[src/rtl/mps_pkg.sv]
// Shared types for the multiprocessor serial port.
// Assumes: configuration register layout is fixed by the cfg_t field order.
package mps_pkg;

    // Register addresses of the host port
    typedef enum logic [1:0] {
        A_CFG  = 2'd0,
        A_TXW  = 2'd1,
        A_RXR  = 2'd2,
        A_STAT = 2'd3
    } reg_addr_e;

    // Configuration bits; first field is the most significant (bit5)
    typedef struct packed {
        logic loopback;   // bit5
        logic wake_filt;  // bit4
        logic two_stop;   // bit3
        logic par_odd;    // bit2
        logic par_en;     // bit1
        logic nine_bit;   // bit0
    } cfg_t;

    localparam int CFG_W = $bits(cfg_t);

    // Receiver sequencing
    typedef enum logic [2:0] {
        RX_IDLE,
        RX_START,
        RX_DATA,
        RX_PAR,
        RX_STOP,
        RX_REARM
    } rx_state_e;

endpackage

[src/rtl/mps_fifo.sv]
// Synchronous first-in first-out store.
// Assumes: DEPTH is a power of two; push on full and pop on empty are ignored.
module mps_fifo #(
    parameter int W     = 9,
    parameter int DEPTH = 8
) (
    input  logic                       clk,
    input  logic                       rst_n,
    input  logic                       push,
    input  logic [W-1:0]               din,
    input  logic                       pop,
    output logic [W-1:0]               dout,
    output logic                       empty,
    output logic                       full,
    output logic [$clog2(DEPTH+1)-1:0] count
);
    localparam int AW = $clog2(DEPTH);
    localparam int CW = $clog2(DEPTH + 1);

    logic [W-1:0]  mem [DEPTH];
    logic [AW-1:0] wr_ptr, rd_ptr;
    logic          push_ok, pop_ok;

    assign empty   = (count == '0);
    assign full    = (count == CW'(DEPTH));
    assign push_ok = push && !full;
    assign pop_ok  = pop && !empty;
    assign dout    = mem[rd_ptr];

    // Storage write
    always_ff @(posedge clk) begin
        if (push_ok) mem[wr_ptr] <= din;
    end

    // Pointer and occupancy update
    always_ff @(posedge clk) begin
        if (!rst_n) begin
            wr_ptr <= '0;
            rd_ptr <= '0;
            count  <= '0;
        end else begin
            if (push_ok) wr_ptr <= wr_ptr + 1'b1;
            if (pop_ok)  rd_ptr <= rd_ptr + 1'b1;
            if (push_ok && !pop_ok)      count <= count + 1'b1;
            else if (pop_ok && !push_ok) count <= count - 1'b1;
        end
    end
endmodule

[src/rtl/mps_tx.sv]
// Frame transmitter: takes one character from the queue when idle, builds the
// whole frame, and shifts it out one bit per OVS ticks, least significant first.
// Assumes: configuration is sampled at frame load; line idles high.
module mps_tx
    import mps_pkg::*;
#(
    parameter int DW  = 9,
    parameter int OVS = 16
) (
    input  logic          clk,
    input  logic          rst_n,
    input  logic          tick,
    input  cfg_t          cfg,
    input  logic          q_empty,
    input  logic [DW-1:0] q_data,
    output logic          q_pop,
    output logic          line,
    output logic          busy,
    output logic          done
);
    localparam int FW = DW + 4;             // start + data + parity + two stops
    localparam int LW = $clog2(FW + 1);
    localparam int OW = $clog2(OVS);
    localparam int IW = $clog2(DW + 1);

    logic [FW-1:0] frame, shreg;
    logic [LW-1:0] len, left;
    logic [OW-1:0] cnt;
    logic [IW-1:0] nd;
    logic [DW-1:0] dmask;
    logic          pbit;

    assign nd    = cfg.nine_bit ? IW'(DW) : IW'(DW - 1);
    assign dmask = cfg.nine_bit ? q_data : {1'b0, q_data[DW-2:0]};
    assign pbit  = (^dmask) ^ cfg.par_odd;
    assign q_pop = !busy && !q_empty;
    assign line  = busy ? shreg[0] : 1'b1;

    // Frame assembly from the queue head and configuration
    always_comb begin
        frame    = '1;
        frame[0] = 1'b0;
        for (int i = 0; i < DW; i++) begin
            if (i < int'(nd)) frame[1+i] = q_data[i];
        end
        if (cfg.par_en) frame[LW'(nd) + LW'(1)] = pbit;
        len = LW'(1) + LW'(nd) + (cfg.par_en ? LW'(1) : LW'(0))
            + (cfg.two_stop ? LW'(2) : LW'(1));
    end

    // Bit timing and shifting
    always_ff @(posedge clk) begin
        if (!rst_n) begin
            busy  <= 1'b0;
            shreg <= '1;
            left  <= '0;
            cnt   <= '0;
            done  <= 1'b0;
        end else begin
            done <= 1'b0;
            if (!busy) begin
                if (!q_empty) begin
                    shreg <= frame;
                    left  <= len;
                    cnt   <= '0;
                    busy  <= 1'b1;
                end
            end else if (tick) begin
                if (cnt == OW'(OVS - 1)) begin
                    cnt   <= '0;
                    shreg <= {1'b1, shreg[FW-1:1]};
                    left  <= left - 1'b1;
                    if (left == LW'(1)) begin
                        busy <= 1'b0;
                        done <= 1'b1;
                    end
                end else begin
                    cnt <= cnt + 1'b1;
                end
            end
        end
    end
endmodule

[src/rtl/mps_rx.sv]
// Frame receiver: synchronises the line, qualifies the start bit at mid-bit,
// samples each following bit at its centre and reports the character with its
// parity and stop-bit checks for one cycle.
// Assumes: tick runs at OVS times the bit rate; only the first stop bit is checked.
module mps_rx
    import mps_pkg::*;
#(
    parameter int DW  = 9,
    parameter int OVS = 16
) (
    input  logic          clk,
    input  logic          rst_n,
    input  logic          tick,
    input  cfg_t          cfg,
    input  logic          line_in,
    output logic          done,
    output logic [DW-1:0] word,
    output logic          par_err,
    output logic          frm_err
);
    localparam int OW = $clog2(OVS);
    localparam int IW = $clog2(DW + 1);

    rx_state_e     st;
    logic [OW-1:0] cnt;
    logic [IW-1:0] idx, nd;
    logic          s1, s2, pbit, centre;

    assign nd     = cfg.nine_bit ? IW'(DW) : IW'(DW - 1);
    assign centre = tick && (cnt == OW'(OVS - 1));

    // Two-stage line synchroniser, idles high
    always_ff @(posedge clk) begin
        if (!rst_n) begin
            s1 <= 1'b1;
            s2 <= 1'b1;
        end else begin
            s1 <= line_in;
            s2 <= s1;
        end
    end

    // Receive sequencing, bit sampling and checks
    always_ff @(posedge clk) begin
        if (!rst_n) begin
            st      <= RX_IDLE;
            cnt     <= '0;
            idx     <= '0;
            word    <= '0;
            pbit    <= 1'b0;
            done    <= 1'b0;
            par_err <= 1'b0;
            frm_err <= 1'b0;
        end else begin
            done <= 1'b0;
            unique case (st)
                RX_IDLE: begin
                    if (tick && !s2) begin
                        st  <= RX_START;
                        cnt <= '0;
                    end
                end
                RX_START: begin
                    if (tick) begin
                        if (cnt == OW'(OVS / 2 - 1)) begin
                            cnt <= '0;
                            if (!s2) begin
                                st   <= RX_DATA;
                                idx  <= '0;
                                word <= '0;
                            end else begin
                                st <= RX_IDLE;
                            end
                        end else begin
                            cnt <= cnt + 1'b1;
                        end
                    end
                end
                RX_DATA: begin
                    if (centre) begin
                        cnt       <= '0;
                        word[idx] <= s2;
                        if (idx == nd - 1'b1) st <= cfg.par_en ? RX_PAR : RX_STOP;
                        else                  idx <= idx + 1'b1;
                    end else if (tick) begin
                        cnt <= cnt + 1'b1;
                    end
                end
                RX_PAR: begin
                    if (centre) begin
                        cnt  <= '0;
                        pbit <= s2;
                        st   <= RX_STOP;
                    end else if (tick) begin
                        cnt <= cnt + 1'b1;
                    end
                end
                RX_STOP: begin
                    if (centre) begin
                        cnt     <= '0;
                        done    <= 1'b1;
                        frm_err <= !s2;
                        par_err <= cfg.par_en && (pbit != ((^word) ^ cfg.par_odd));
                        st      <= s2 ? RX_IDLE : RX_REARM;
                    end else if (tick) begin
                        cnt <= cnt + 1'b1;
                    end
                end
                RX_REARM: begin
                    if (s2) st <= RX_IDLE;
                end
                default: st <= RX_IDLE;
            endcase
        end
    end
endmodule

[src/rtl/mpser_port.sv]
// Full-duplex asynchronous serial port with address-wake filtering.
// Holds the configuration and the sticky error flags, routes loop-back, and
// decides per received character whether to store, discard or flag overrun.
// Assumes: register reads are combinational; a read of address 2 pops.
module mpser_port
    import mps_pkg::*;
#(
    parameter int DEPTH = 8,
    parameter int OVS   = 16,
    parameter int DW    = 9,
    parameter int REG_W = 16
) (
    input  logic             clk,
    input  logic             rst_n,
    input  logic             baud_tick,
    input  logic             wr_en,
    input  logic             rd_en,
    input  logic [1:0]       addr,
    input  logic [REG_W-1:0] wr_data,
    output logic [REG_W-1:0] rd_data,
    input  logic             rxd,
    output logic             txd,
    output logic             irq_tx_empty,
    output logic             irq_tx_done,
    output logic             irq_rx,
    output logic             irq_err
);
    localparam int CW = $clog2(DEPTH + 1);

    cfg_t          cfg_q;
    logic [2:0]    err_q;
    logic          tx_push, tx_pop, tx_empty, tx_full, tx_busy, tx_line;
    logic [DW-1:0] tx_head, rx_head, rx_word;
    logic [CW-1:0] tx_cnt, rx_cnt;
    logic          rx_push, rx_pop, rx_empty, rx_full;
    logic          rx_done, rx_perr, rx_ferr, rx_keep, rx_ovr;
    logic          stat_wr;

    assign tx_push = wr_en && (addr == A_TXW);
    assign rx_pop  = rd_en && (addr == A_RXR);
    assign stat_wr = wr_en && (addr == A_STAT);

    // Character acceptance: wake filter drops data characters in nine-bit mode
    assign rx_keep = rx_done && !(cfg_q.wake_filt && cfg_q.nine_bit && !rx_word[DW-1]);
    assign rx_push = rx_keep && !rx_full;
    assign rx_ovr  = rx_keep && rx_full;

    assign txd          = cfg_q.loopback ? 1'b1 : tx_line;
    assign irq_tx_empty = tx_empty;
    assign irq_rx       = rx_push;
    assign irq_err      = |err_q;

    mps_fifo #(.W(DW), .DEPTH(DEPTH)) u_txq (
        .clk(clk), .rst_n(rst_n),
        .push(tx_push), .din(wr_data[DW-1:0]),
        .pop(tx_pop), .dout(tx_head),
        .empty(tx_empty), .full(tx_full), .count(tx_cnt)
    );

    mps_tx #(.DW(DW), .OVS(OVS)) u_tx (
        .clk(clk), .rst_n(rst_n), .tick(baud_tick), .cfg(cfg_q),
        .q_empty(tx_empty), .q_data(tx_head), .q_pop(tx_pop),
        .line(tx_line), .busy(tx_busy), .done(irq_tx_done)
    );

    mps_rx #(.DW(DW), .OVS(OVS)) u_rx (
        .clk(clk), .rst_n(rst_n), .tick(baud_tick), .cfg(cfg_q),
        .line_in(cfg_q.loopback ? tx_line : rxd),
        .done(rx_done), .word(rx_word), .par_err(rx_perr), .frm_err(rx_ferr)
    );

    mps_fifo #(.W(DW), .DEPTH(DEPTH)) u_rxq (
        .clk(clk), .rst_n(rst_n),
        .push(rx_push), .din(rx_word),
        .pop(rx_pop), .dout(rx_head),
        .empty(rx_empty), .full(rx_full), .count(rx_cnt)
    );

    // Configuration register
    always_ff @(posedge clk) begin
        if (!rst_n)                             cfg_q <= '0;
        else if (wr_en && (addr == A_CFG))      cfg_q <= cfg_t'(wr_data[CFG_W-1:0]);
    end

    // Sticky error flags: clear by writing ones, new events win
    always_ff @(posedge clk) begin
        if (!rst_n) begin
            err_q <= '0;
        end else begin
            err_q <= (err_q & ~(stat_wr ? wr_data[2:0] : 3'b000))
                   | {rx_ovr, rx_keep && rx_ferr, rx_keep && rx_perr};
        end
    end

    // Register read multiplexer
    always_comb begin
        rd_data = '0;
        unique case (addr)
            A_CFG:  rd_data[CFG_W-1:0] = cfg_q;
            A_RXR:  rd_data[DW-1:0]    = rx_empty ? '0 : rx_head;
            A_STAT: begin
                rd_data[2:0]     = err_q;
                rd_data[3]       = tx_busy;
                rd_data[4 +: CW] = tx_cnt;
                rd_data[8 +: CW] = rx_cnt;
            end
            default: rd_data = '0;
        endcase
    end

    logic unused_ok;
    assign unused_ok = &{1'b0, tx_full, wr_data};
endmodule

[config.mk]
export PLATFORM = sky130hd
export DESIGN_NAME = mpser_port
export DESIGN_NICKNAME = d
export VERILOG_FILES = /design/src/rtl/mps_pkg.sv /design/src/rtl/mps_fifo.sv /design/src/rtl/mps_tx.sv /design/src/rtl/mps_rx.sv /design/src/rtl/mpser_port.sv
export SDC_FILE = /design/constraint.sdc
export NUM_CORES = 1
export LEC_CHECK = 0
export ABC_AREA = 1
export BUFFER_PORTS_ARGS = -buffer_cell sky130_fd_sc_hd__buf_2
export CAP_MARGIN = 15
export CORE_MARGIN = 1
export CORE_UTILIZATION = 55
export DETAILED_ROUTE_END_ITERATION = 12
export PLACE_DENSITY_LB_ADDON = 0.05
export SLEW_MARGIN = 20
export SYNTH_ARGS = -nofsm -noshare
export SYNTH_HDL_FRONTEND = slang
export SYNTH_SLANG_ARGS = --single-unit
[constraint.sdc]
create_clock -name clk -period 2.65 [get_ports clk]
set_clock_uncertainty 0.05 [all_clocks]
set_input_delay 0.265 -clock clk [delete_from_list [all_inputs] [get_ports clk]]
set_output_delay 0.265 -clock clk [all_outputs]
set_load 0.02 [all_outputs]
==> impl_metrics.tcl, run 1 <==
set metrics [dict create \
    numCtsBuffers 24 \
    viasPerCell 5.384 \
    r2r_cells 13 \
    path_depth 7 \
    postLayoutCellArea_sq_mm 0.01190 \
    via_count 7823 \
    setup_viol 0 \
    finish.utilization_pct 63.82 \
    dp_slack_ns 0.06370 \
    synth-async-reset-ratio_pct 0 \
    clockRootBuffer "clkbuf_16" \
    die_w_microns 139.7 \
    clock_latency_ns 0.52 \
    synth_area_sq_mm 0.01044 \
    drive_gt1_share_pct 12.39 \
    setup_ws_ns 0.1149 \
    tightest_slew_ns 0.5917 \
    grt_pass1_wl_mm 37.68 \
    period_share_pct 95.66 \
    path_class "reg -> out" \
    nNetsFinal 1248 \
    status "completed" \
    critPathLaunchType "flop" \
    max_freq_ghz 0.3945 \
    yosysWarnings 0 \
    grt.busiest_layer "met2" \
    synth_seq_cells 226 \
    max_slew_margin_pct 60.31 \
    grt_max_degree 42 \
    die_h_microns 139.7 \
    worstPathMaxFanout 15 \
    totalWireLength_mm 23.62 \
    hold_viol_final 0 \
    worst_path_max_delay_cell "dfxtp_1" \
    path_cells "inv_2 -> buf_4 -> nor2_1 -> o32ai_1 -> o21ai_0 -> o22ai_1 -> buf_2" \
    antenna_cells 0 \
    cts_buffer_depth 3 \
    route.detailed.drc 0 \
    ir_drop_mv 0.5208 \
    syn_to_final_growth_pct 14.02 \
    finalSetupTns_ns 0 \
    crit_buf_inv 3 \
    drt-initial-drc-count 499 \
    final_max_slew_viol_count 0 \
    cts_htree_levels 1 \
    arrival_ns 2.22 \
    powerDensity_mw_per_mm2 854.9 \
    coreArea_sq_mm 0.01864 \
    syn_inst 1126 \
    die_area_sq_mm 0.01953 \
    met2_usage_pct 40.68 \
    dpl-instance-area_sq_mm 0.01106 \
    p_leak_nw 4.781 \
    met1_usage_pct 34.88 \
    antenna_found_initial 0 \
    grt_usage_pct 24.71 \
    end_kind "output pin" \
    power.total_mw 10.17 \
    pin_count 45 \
    drtPass1Iterations 5 \
    synth_top_flop_cell "edfxtp_1" \
    overflow 0 \
    min_path_cells 1 \
    hpwl_mm 16.36 \
    synth_edf_count 144 \
    clkSinkCount 226 \
    final.min_clock_period_ns 2.535 \
    avgSynthCellArea_sq_um 9.267 \
    slowest_delay_ns 0.35 \
    cts_tree "built" \
    layout_commonest_cell "nand2_1" \
    yosysSeqAreaShare_pct 57.17 \
    cts.clk_slew.worst_paths_ns 0.06 \
    wl_per_cell_microns 16.25 \
    final_cell_mix "238 x nand2_1, 144 x edfxtp_1, 136 x inv_1" \
    synth_cell_type_count 49 \
    worstPathRequired_ns 2.34 \
    grt_pass1_vias 7248 \
    use_met3_pct 2.581 \
    gp_congestion 0.8637 \
    ant_nets 0 \
    worstHoldPathType "in -> reg" \
    drv_cap 0 \
    start_util_pct 55.97 \
    port_buffers 33 \
    core.rowCount 50 \
    path_delay_family "compound AO/OA/AOI/OAI gates" \
]
==> cells by family (layout without fill, tap and decap cells) <==
logic type / after synthesis / in the layout / synth area share, %
adders and majority gates: 23 / 23 / 3.118
buffers and inverters: 192 / 282 / 7.710
DFF: 226 / 226 / 57.17
AOI/OAI and AO/OA: 197 / 197 / 11.14
muxes: 14 / 14 / 1.343
xor gates and xnor gates: 14 / 14 / 1.175
and+or+nand+nor: 459 / 459 / 18.31
other: 1 / 4 / 0.03594
==> layout make-up <==
type,instances,area [sq um]
Sequential cell,226,5967
Multi-Input combinational cell,711,3722
Clock inverter,5,33.78
Timing Repair Buffer,90,606.8
Inverter,148,565.5
Tap cell,234,292.8
Clock buffer,39,709.4
Fill cell,1599,6745
==> Yosys cell counts (2+ instances only) <==
cell,count,area share [%]
nand2_2,2,0.12
o31ai_1,2,0.14
and3_1,2,0.12
dfxtp_1,82,16
o22ai_1,5,0.30
inv_6,2,0.17
nand3_1,56,2.7
xnor2_1,4,0.34
buf_1,3,0.11
fa_1,5,0.96
edfxtp_1,144,41
o21ai_1,5,0.24
nand4_1,5,0.30
nor2_1,132,4.7
o21ai_0,79,3.8
nor3_1,7,0.34
nor2_4,2,0.22
inv_2,5,0.18
clkbuf_1,21,0.76
buf_2,5,0.24
mux2i_1,14,1.3
clkinv_1,4,0.14
o32ai_1,4,0.34
nand2_1,238,8.6
ha_1,18,2.2
inv_1,137,4.9
o221ai_1,18,1.5
a31oi_1,2,0.12
nor3b_1,4,0.29
o211ai_1,8,0.58
buf_4,12,0.86
nor3_4,2,0.31
xor2_1,10,0.84
buf_6,3,0.32
a21oi_1,60,2.9
or2_2,3,0.18
a211oi_1,7,0.50
nor4_1,3,0.18
==> per-stage QoR <==
step	instances	hold WS, ns
floorplan	1129	0.3139
global placement	1403	0.3589
detailed placement	1403	0.3570
CTS	1451	0.009153
global route	1453	0.01894
finish	1453	0.01541
==> report_power, final <==
group | switching [mW] | total (mW) | internal (mW) | leakage, nW
clock | 1.34 | 3.16 | 1.83 | 0.367
combinational | 1.94 | 2.91 | 0.976 | 2.47
sequential | 0.157 | 4.09 | 3.94 | 1.95
==> state kept, by name, indices dropped and copies added, names as in the netlist, 3 cells and up, named ones only <==
signal and flops:
cfg_q 6, err_q 3, u_rx.cnt 4, u_rx.idx 4, u_rx.st 3, u_rx.word 9
u_rxq.count 4, u_rxq.mem 72, u_rxq.rd_ptr 3, u_rxq.wr_ptr 3, u_tx.cnt 4, u_tx.left 4
u_tx.shreg 11, u_txq.count 4, u_txq.mem 72, u_txq.rd_ptr 3, u_txq.wr_ptr 3
==> worst paths after layout <==
path	start	endpoint	slack, ns
worst max-delay path	flop	rd_data[7]	0.11
worst min register to register	u_rx.s1	u_rx.s2	0.37
worst max register to register	u_rxq.count[2]	u_rxq.count[3]	0.19
worst min-delay path	wr_data[2]	u_txq.mem[0][2]	0.02
==> metal layers <==
metal	wire length, microns	share of wire, %	up-vias
met5	0	0	-
met1	10920	46	3660
met2	10900	46	204
li1	-	-	3920
met4	520	2.2	0
met3	1278	5.4	39
==> repair_timing <==
item	CTS	global route
resized for setup	1	9
endpoints found under the hold margin	21	0
setup endpoints to repair	1	4
hold buffers	4	0
setup buffers	0	2
gates cloned	0	0
pin swaps	0	2
Power figures use the tool's default switching activity.
==> run 2, diff against run 1 <==
CTS_BUF_LIST = sky130_fd_sc_hd__clkbuf_8   (was not set)
==> run 2 against run 1 <==
  * Sequential power about the same
  * Via count grew 0.77%
  * First-iteration DRC count rose by 21%
  * Global-route usage is 0.37 points higher
  * Core utilization hardly changed
  * Sequential cell count did not move
  * Fmax down 0.52%
  * Routed wire length grew 0.39%
  * Combinational power barely moved
  * Worst setup slack got worse by 0.013 ns
==> impl_metrics.tcl, run 2 (synthesis results as in run 1) <==
set metrics [dict create \
    die_h_microns 139.7 \
    core.rowCount 50 \
    tightest_slew_ns 0.5795 \
    grt_usage_pct 25.09 \
    setup_viol 0 \
    sequentialPowerShare_pct 41.2 \
    powerDensity_mw_per_mm2 835.9 \
    path_cells "buf_4 -> nor2_1 -> o32ai_1 -> o21ai_0 -> o221ai_1 -> buf_2" \
    r2r_cells 13 \
    rsz0062_at_grt "no" \
    sw_frac_of_total_pct 34.62 \
    max_slew_margin_pct 61.13 \
    power.total_mw 9.946 \
    end_kind "output pin" \
    viasPerCell 5.319 \
    crit_buf_inv 2 \
    arrival_ns 2.23 \
    drt-initial-drc-count 602 \
    syn_to_final_growth_pct 14.03 \
    final_cell_mix "238 x nand2_1, 160 x inv_1, 144 x edfxtp_1" \
    max_freq_ghz 0.3924 \
    status "completed" \
    r2r_slack_ns 0.19 \
    start_util_pct 55.97 \
    drtPass1Iterations 6 \
    numCtsBuffers 40 \
    overflow 0 \
    drv_cap 0 \
    worstPathRequired_ns 2.34 \
    grt_max_degree 42 \
    period_share_pct 96.16 \
    path_delay_family "compound AO/OA/AOI/OAI gates" \
    nNetsFinal 1265 \
    drive_gt1_share_pct 13.14 \
    path_depth 6 \
    via_count 7883 \
    final_max_slew_viol_count 0 \
    p_switching_mw 3.443 \
    antenna_found_initial 0 \
    placed_cells 1403 \
    grt_pass1_wl_mm 37.92 \
    biggestRegsByFlops "u_rxq.mem (72), u_txq.mem (72), u_tx.shreg (11)" \
    hold_ws_ns 0.02140 \
    clkSinkCount 226 \
    clockRootBuffer "clkbuf_8" \
    gp_congestion 0.8637 \
    cts.clk_slew.worst_paths_ns 0.06 \
    worstPathMaxFanout 11 \
    final.min_clock_period_ns 2.548 \
    p_int_mw 6.503 \
    die_w_microns 139.7 \
    critPathLaunchType "flop" \
    hold_viol_final 0 \
    port_buffers 33 \
    route.detailed.drc 0 \
    slowest_delay_ns 0.41 \
    pin_count 45 \
    wl_per_cell_microns 16.00 \
    fin_cells 1482 \
    cts_htree_levels 2 \
    clock_latency_ns 0.52 \
    p_leak_nw 4.883 \
    ant_nets 0 \
    ir_drop_mv 0.5720 \
    worst_path_max_delay_cell "dfxtp_1" \
    path_class "reg -> out" \
    coreArea_sq_mm 0.01864 \
    layout_commonest_cell "nand2_1" \
    p_clk_share_pct 29.5 \
    cts_buffer_depth 3 \
    grt_pass1_vias 7371 \
    cts_tree "built" \
    finalSetupTns_ns 0 \
    die_area_sq_mm 0.01953 \
    hpwl_mm 16.36 \
    totalWireLength_mm 23.71 \
    p_comb_share_pct 29.4 \
    worstHoldPathType "in -> reg" \
    antenna_cells 0 \
    min_path_cells 1 \
]
run 2: cell types whose count changed in the layout (fill, tap and decap cells not counted):
cell	before	now
clkbuf_8	5	43
clkinv_1	6	5
clkinv_4	0	1
bufinv_16	0	1
inv_1	136	160
dlygate4sd3_1	4	5
clkbuf_1	8	0
clkbuf_16	24	0
clkinv_8	1	0
clkbuf_2	2	0
run 2: power by group through the flow:
stage | combinational (mW) | clock, mW | sequential [mW]
2_1_floorplan | 2.21 | 0 | 4.11
3_3_place_gp | 2.82 | 0 | 4.14
3_5_place_dp | 2.86 | 0 | 4.15
4_1_cts | 2.88 | 3.00 | 4.08
5_1_grt | 3.32 | 3.17 | 4.12
6_report | 2.92 | 2.93 | 4.09
run 2: per-stage QoR:
step | setup slack (ns) | area (sq um) | utilization, %
floorplan | 0.01356 | 10450 | -
global placement | 0.09924 | 11060 | 59.30
detailed placement | 0.06370 | 11060 | 59.30
CTS | 0.04100 | 11840 | 63.51
global route | 0.006189 | 11900 | 63.83
finish | 0.1017 | 11900 | 63.83
run 2: per-layer routing:
| layer | wire length, microns | part of all wire (%) | vias up | global-route usage (%) |
|---|---|---|---|---|
| met3 | 1510 | 6.4 | 40 | 4.061 |
| li1 | - | - | 3952 | - |
| met4 | 468 | 2.0 | 0 | 7.808 |
| met1 | 10740 | 45 | 3662 | 34.69 |
| met5 | 0 | 0 | - | 0 |
| met2 | 10990 | 46 | 229 | 40.61 |
run 2: path summary, 6_finish.rpt:
| check | endpoint | from |
|---|---|---|
| max | rd_data[5] | flop |
| min | u_txq.mem[2][2] | wr_data[2] |
| max reg2reg | u_rxq.count[3] | u_rxq.count[2] |
| min reg2reg | u_rx.s2 | u_rx.s1 |
run 2: worst register-to-register path, stage by stage, from the launching register on:
cell and delay, ns:
dfxtp_1 0.38, inv_1 0.10, a311oi_2 0.25, nand2_1 0.12
ha_1 0.22, inv_1 0.12, ha_1 0.27, and3_1 0.19
a211oi_1 0.22, nor2_1 0.07, nor2_1 0.08, nand2_1 0.07
o21ai_0 0.15, a21oi_1 0.05
run 2: final cells by class:
class,count,area [sq um]
fillers,1593,6744
flip-flops and latches,226,5967
multi-input cells,711,3722
repair buffers,91,616.8
clock buffers,43,591.8
inverters,148,565.5
well taps,234,292.8
clock inverters,29,142.6
run 2: timing repair:
action                                  in CTS  in global routing
endpoints found under the hold margin       30                  0
hold buffers                                 5                  0
resized for setup                            1                  9
pin swaps                                    0                  2
endpoints found under the setup margin       1                  4
setup buffers                                0                  2
